[src/rtl/lpc_pkg.sv]
package lpc_pkg;
  localparam int CNT_W  = 47;
  localparam int FRAC_W = 15;
  localparam int SEC_W  = CNT_W - FRAC_W;
  localparam int HI_W   = CNT_W - 32;
  localparam int ADDR_W = 8;
  localparam int DATA_W = 32;

  localparam logic [ADDR_W-1:0] OFF_CTRL  = 8'h04;
  localparam logic [ADDR_W-1:0] OFF_STAT  = 8'h18;
  localparam logic [ADDR_W-1:0] OFF_CNTHI = 8'h1C;
  localparam logic [ADDR_W-1:0] OFF_CNTLO = 8'h20;
  localparam logic [ADDR_W-1:0] OFF_ALARM = 8'h24;
  localparam logic [ADDR_W-1:0] OFF_KEY   = 8'h30;

  localparam logic [DATA_W-1:0] INIT_KEY = 32'h41736166;

  typedef struct packed {
    logic wake;
    logic arm;
    logic run;
  } ctrl_t;

  typedef struct packed {
    logic wrLo;
    logic wrHi;
    logic wrAlarm;
    logic clrPend;
    logic wrKey;
  } strobe_t;
endpackage

[src/rtl/lpc_ctrl.sv]
module lpc_ctrl
  import lpc_pkg::*;
#(
  parameter int SYNC_TICKS = 2
) (
  input  logic              clk,
  input  logic              rstN,
  input  logic              slowTick,
  input  logic [ADDR_W-1:0] busAddr,
  input  logic              busWe,
  input  logic [DATA_W-1:0] busWdata,
  output strobe_t           stb,
  output ctrl_t             ctrlEff
);
  localparam int SC_W = (SYNC_TICKS > 1) ? $clog2(SYNC_TICKS) : 1;
  localparam logic [SC_W-1:0] SC_LAST = SC_W'(SYNC_TICKS - 1);

  ctrl_t           ctrlReq;
  logic [SC_W-1:0] syncCnt;
  logic            wrCtrl;

  assign wrCtrl = busWe && (busAddr == OFF_CTRL);

  always_comb begin
    stb         = '0;
    stb.wrLo    = busWe && (busAddr == OFF_CNTLO);
    stb.wrHi    = busWe && (busAddr == OFF_CNTHI);
    stb.wrAlarm = busWe && (busAddr == OFF_ALARM);
    stb.clrPend = busWe && (busAddr == OFF_STAT) && busWdata[0];
    stb.wrKey   = busWe && (busAddr == OFF_KEY);
  end

  // The requested value crosses to the effective copy only on slow ticks.
  always_ff @(posedge clk) begin
    if (!rstN) begin
      ctrlReq <= '0;
      ctrlEff <= '0;
      syncCnt <= '0;
    end else if (wrCtrl) begin
      ctrlReq <= '{wake: busWdata[3], arm: busWdata[1], run: busWdata[0]};
      syncCnt <= '0;
    end else if (slowTick && (ctrlReq != ctrlEff)) begin
      if (syncCnt == SC_LAST) begin
        ctrlEff <= ctrlReq;
        syncCnt <= '0;
      end else begin
        syncCnt <= syncCnt + 1'b1;
      end
    end
  end
endmodule

[src/rtl/lpc_datapath.sv]
module lpc_datapath
  import lpc_pkg::*;
(
  input  logic              clk,
  input  logic              rstN,
  input  logic              slowTick,
  input  strobe_t           stb,
  input  ctrl_t             ctrlEff,
  input  logic [ADDR_W-1:0] busAddr,
  input  logic [DATA_W-1:0] busWdata,
  output logic [DATA_W-1:0] busRdata,
  output logic [CNT_W-1:0]  cnt,
  output logic [SEC_W-1:0]  alarmVal,
  output logic              pend,
  output logic              initOk
);
  logic [DATA_W-1:0] keyWord;
  logic              secEq;
  logic              prevEq;

  assign secEq  = (cnt[CNT_W-1:FRAC_W] == alarmVal);
  assign initOk = (keyWord == INIT_KEY);

  always_ff @(posedge clk) begin
    if (!rstN) begin
      cnt <= '0;
    end else if (ctrlEff.run) begin
      if (slowTick) cnt <= cnt + 1'b1;
    end else begin
      if (stb.wrLo) cnt[31:0]      <= busWdata;
      if (stb.wrHi) cnt[CNT_W-1:32] <= busWdata[HI_W-1:0];
    end
  end

  always_ff @(posedge clk) begin
    if (!rstN) begin
      alarmVal <= '0;
      keyWord  <= '0;
    end else begin
      if (stb.wrAlarm && !ctrlEff.arm) alarmVal <= busWdata;
      if (stb.wrKey) keyWord <= busWdata;
    end
  end

  // A match sets the flag only on the first tick of an equal second.
  always_ff @(posedge clk) begin
    if (!rstN) begin
      pend   <= 1'b0;
      prevEq <= 1'b0;
    end else begin
      if (slowTick) prevEq <= secEq;
      if (slowTick && ctrlEff.arm && secEq && !prevEq) pend <= 1'b1;
      else if (stb.clrPend) pend <= 1'b0;
    end
  end

  always_comb begin
    unique case (busAddr)
      OFF_CTRL:  busRdata = {28'd0, ctrlEff.wake, 1'b0, ctrlEff.arm, ctrlEff.run};
      OFF_STAT:  busRdata = {31'd0, pend};
      OFF_CNTHI: busRdata = {{(DATA_W-HI_W){1'b0}}, cnt[CNT_W-1:32]};
      OFF_CNTLO: busRdata = cnt[31:0];
      OFF_ALARM: busRdata = alarmVal;
      OFF_KEY:   busRdata = keyWord;
      default:   busRdata = '0;
    endcase
  end
endmodule

[src/rtl/lp_sec_counter.sv]
module lp_sec_counter
  import lpc_pkg::*;
#(
  parameter int SYNC_TICKS = 2
) (
  input  logic              clk,
  input  logic              rstN,
  input  logic              slowTick,
  input  logic [ADDR_W-1:0] busAddr,
  input  logic              busWe,
  input  logic [DATA_W-1:0] busWdata,
  output logic [DATA_W-1:0] busRdata,
  output logic              alarmIrq,
  output logic              wakeIrq,
  output logic              initOk
);
  strobe_t             stb;
  ctrl_t               ctrlEff;
  logic [CNT_W-1:0]    cnt;
  logic [SEC_W-1:0]    alarmVal;
  logic                pend;

  lpc_ctrl #(.SYNC_TICKS(SYNC_TICKS)) uCtl (
    .clk(clk), .rstN(rstN), .slowTick(slowTick), .busAddr(busAddr),
    .busWe(busWe), .busWdata(busWdata), .stb(stb), .ctrlEff(ctrlEff)
  );

  lpc_datapath uDp (
    .clk(clk), .rstN(rstN), .slowTick(slowTick), .stb(stb), .ctrlEff(ctrlEff),
    .busAddr(busAddr), .busWdata(busWdata), .busRdata(busRdata), .cnt(cnt),
    .alarmVal(alarmVal), .pend(pend), .initOk(initOk)
  );

  assign alarmIrq = pend && ctrlEff.arm;
  assign wakeIrq  = pend && ctrlEff.wake;
endmodule

[config.mk]
export PLATFORM = sky130hd
export DESIGN_NAME = lp_sec_counter
export DESIGN_NICKNAME = d
export VERILOG_FILES = /design/src/rtl/lpc_pkg.sv /design/src/rtl/lpc_ctrl.sv /design/src/rtl/lpc_datapath.sv /design/src/rtl/lp_sec_counter.sv
export SDC_FILE = /design/constraint.sdc
export NUM_CORES = 1
export LEC_CHECK = 0
export CAP_MARGIN = 20
export CORE_MARGIN = 2
export CORE_UTILIZATION = 40
export CTS_CLUSTER_DIAMETER = 200
export DETAILED_ROUTE_END_ITERATION = 7
export DONT_BUFFER_PORTS = 1
export PLACE_DENSITY = 0.56
export SYNTH_ARGS = -nofsm -noshare
export SYNTH_HDL_FRONTEND = slang
export SYNTH_SLANG_ARGS = --single-unit
[constraint.sdc]
create_clock -name clk -period 2.7 [get_ports clk]
set_input_delay 0.675 -clock clk [delete_from_list [all_inputs] [get_ports clk]]
set_output_delay 0.675 -clock clk [all_outputs]
set_load 0.1 [all_outputs]
==> impl_metrics.json <==
{
  "status": "finished clean",
  "critical_path_buf_inv_count": 0,
  "wl_met2_mm": 12.7,
  "via_per_inst": 6.13,
  "drc": 0,
  "cp-end-kind": "output port",
  "syn_area_mm2": 0.00742,
  "rsz0062_at_grt": "no",
  "cp_slowest_stage_delay_ns": 0.54,
  "syn_inst": 1008,
  "antenna_found_initial": 0,
  "antenna_cells": 0,
  "cp.arrival_ns": 1.99,
  "power_mw": 4.12,
  "cts.clk_slew.worst_paths_ns": 0.06,
  "synthDistinctLibCells": 65,
  "ant_nets": 0,
  "required_ns": 2.03,
  "die_h_um": 140,
  "grt_pass1_vias": 7253,
  "skew_ns": 0.0112,
  "grt_overflow": 0,
  "grt_pass1_wl_mm": 43.9,
  "cts-buffers-inserted": 17,
  "worst_hold_startpoint": "busWdata[4]",
  "hold_end": "uDp.keyWord[4]$_SDFFE_PN0P_",
  "avgSynthCellArea_um2": 7.36,
  "power_density_mw_per_mm2": 443,
  "peakVddDrop_v": 0.000460,
  "nets": 1069,
  "clock_tree.buffer_depth": 2,
  "place_inst": 1233,
  "yosys_warnings": 0,
  "worstHoldPathType": "input pin to register",
  "r2r_start": "uDp.cnt[4]$_SDFFE_PN0P_",
  "crit_family": "simple AND/OR/NAND/NOR gates",
  "die_area_mm2": 0.0197,
  "root_buffer": "clkbuf_16",
  "regArea_mm2": 0.00240,
  "cts_tree": "built",
  "detail_route.wl_per_cell_um": 22.2,
  "max_cap_viol_count": 0,
  "cellLeakagePower_nw": 3.19,
  "cts.sinks": 120,
  "ys_seq_elements": 120,
  "async_flop_share_pct": 0,
  "multi_input_area_mm2": 0.00495,
  "layout-drive-gt1-share_pct": 17.1,
  "layout_min_cycle_time_ns": 2.66,
  "rows": 49,
  "place_hpwl_mm": 20.1,
  "critPathKind": "input pin to output port",
  "layout_common_cells": "nand2_1, a21oi_1, dfxtp_1",
  "synthFlopType": "dfxtp_1",
  "core_area_mm2": 0.0181,
  "grt_max_degree": 59,
  "syn2layout_area_growth_pct": 25.4,
  "fillers": 1713,
  "yosysSeqAreaShare_pct": 32.4,
  "relSlewSlack_pct": 53.3,
  "htreeDepth": 4,
  "port_buffers": 0,
  "grt_use_total_pct": 28.9,
  "crit_chain": "or4_4, nor2_4, nand2_2, nor3_4, a221o_4",
  "cp.depth": 5,
  "finalHoldViolCount": 0,
  "drt_first_pass_iters": 6,
  "final_common_cell": "nand2_1",
  "finalNonFillerCells": 1266,
  "die_w_um": 140,
  "rrSetupSlack_ns": 0.33,
  "start_util_pct": 41.0,
  "top_layer": "met4",
  "place.gp.congestion": 0.970,
  "fin_setup_tns_ns": 0,
  "clk_latency_ns": 0.43,
  "worstHoldPathCells": 2,
  "dp_slack_ns": -0.0737,
  "synth_edf_count": 0,
  "finalSetupViolCount": 0,
  "wl_met1_mm": 12.0,
  "r2r_end": "uDp.cnt[42]$_SDFFE_PN0P_",
  "synth_fp_nets": 1053,
  "io_pins": 79,
  "fin_ws_ns": 0.0397,
  "vias": 7758,
  "holdBufCountCts": 0,
  "max_freq_ghz": 0.376,
  "worst-path-max-fanout": 3,
  "drv_slew": 0,
  "crit_path_top_delay_cell": "or4_4",
  "crit_path_start_kind": "input pin",
  "routed_wl_mm": 28.2,
  "finalCritPeriodShare_pct": 98.5,
  "tightest_slew_ns": 0.700,
  "reg2reg_depth": 5,
  "first_iter_violations": 838,
  "wl_met3_mm": 2.67
}
cell families after synthesis:
family | Yosys count | synth area share, %
buf+inv | 97 | 5.46
simple gates | 455 | 30.7
compound gates | 243 | 19.4
mux | 55 | 7.52
flops | 120 | 32.4
xor+xnor | 37 | 4.37
fa+ha+maj | 1 | 0.169
where the power goes:
part           total, mW  internal, mW  switching, mW
combinational      0.104        0.0390         0.0654
clock               2.24          1.38          0.864
sequential          1.78          1.77        0.00387
total               4.12          3.19          0.934
layer usage:
metal	vias up	GRT usage, %
met5	-	0
met4	0	11.8
met3	57	4.99
met2	401	44.3
met1	3685	40.4
li1	3615	-
state kept, by name (all words and copies together), names as in the netlist:
signal and count:
uDp.keyWord 32, uDp.alarmVal 32, uCtl.syncCnt 1, uDp.pend 1, uDp.prevEq 1, uCtl.ctrlReq 3, uDp.cnt 47, uCtl.ctrlEff 3
what timing repair did:
action / CTS / global route
resized for setup: 5 / 2
cloned: 0 / 0
hold endpoints to repair: 0 / 0
setup endpoints to repair: 4 / 3
pin swaps: 3 / 2
setup buffers: 0 / 1
worst max-delay path by stage:
stage,start,endpoint,slack [ns]
5_1_grt,busAddr[1],busRdata[3],0.006
3_3_place_gp,busAddr[1],busRdata[3],-0.07
4_1_cts,busAddr[1],busRdata[3],0.002
2_1_floorplan,busAddr[6],busRdata[5],-0.35
3_5_place_dp,busAddr[1],busRdata[3],-0.07
6_report,busAddr[1],busRdata[3],0.04
area by class of cell:
type	instances	area share [%]
Multi-Input combinational cell	791	53.2
Timing Repair Buffer	82	11.3
Sequential cell	120	25.8
Clock inverter	12	1.36
Inverter	12	0.498
Tap cell	229	3.08
Clock buffer	20	4.80
Yosys cell counts, types with 3 or more instances:
master / count / share of area, %
o211ai_1: 5 / 0.51
clkbuf_1: 56 / 2.8
nand2_1: 198 / 10
o21ai_1: 3 / 0.20
buf_2: 18 / 1.2
mux2i_1: 49 / 6.6
nand3_1: 40 / 2.7
or3_1: 6 / 0.51
a21oi_1: 132 / 8.9
dfxtp_1: 120 / 32
nor2_1: 87 / 4.4
and3_1: 11 / 0.93
o22ai_1: 9 / 0.76
o211a_1: 5 / 0.67
nor4b_1: 4 / 0.47
inv_1: 10 / 0.51
o21ai_0: 30 / 2.0
o31a_1: 3 / 0.35
nor4_4: 6 / 1.7
nor2b_1: 8 / 0.67
and4_1: 10 / 1.2
nor4_1: 9 / 0.76
mux2_2: 4 / 0.61
a22oi_1: 14 / 1.4
nand4_1: 20 / 1.7
and2_1: 9 / 0.76
or4_1: 8 / 0.81
o311ai_1: 3 / 0.35
a21boi_0: 3 / 0.30
and4b_1: 3 / 0.40
xor2_1: 9 / 1.1
o31ai_1: 8 / 0.81
buf_4: 3 / 0.30
nor3_1: 16 / 1.1
xnor2_1: 28 / 3.3
nand4_2: 4 / 0.67
a31oi_1: 9 / 0.76
buf_1: 7 / 0.35
stage by stage:
stage	area [µm²]	utilization (%)	hold WS (ns)
2_1_floorplan	7740	-	0.439
3_3_place_gp	8690	48.1	0.455
3_5_place_dp	8690	48.1	0.460
4_1_cts	9290	51.4	0.375
5_1_grt	9300	51.4	0.373
6_report	9300	51.4	0.384
(Power assumes the default switching activity.)
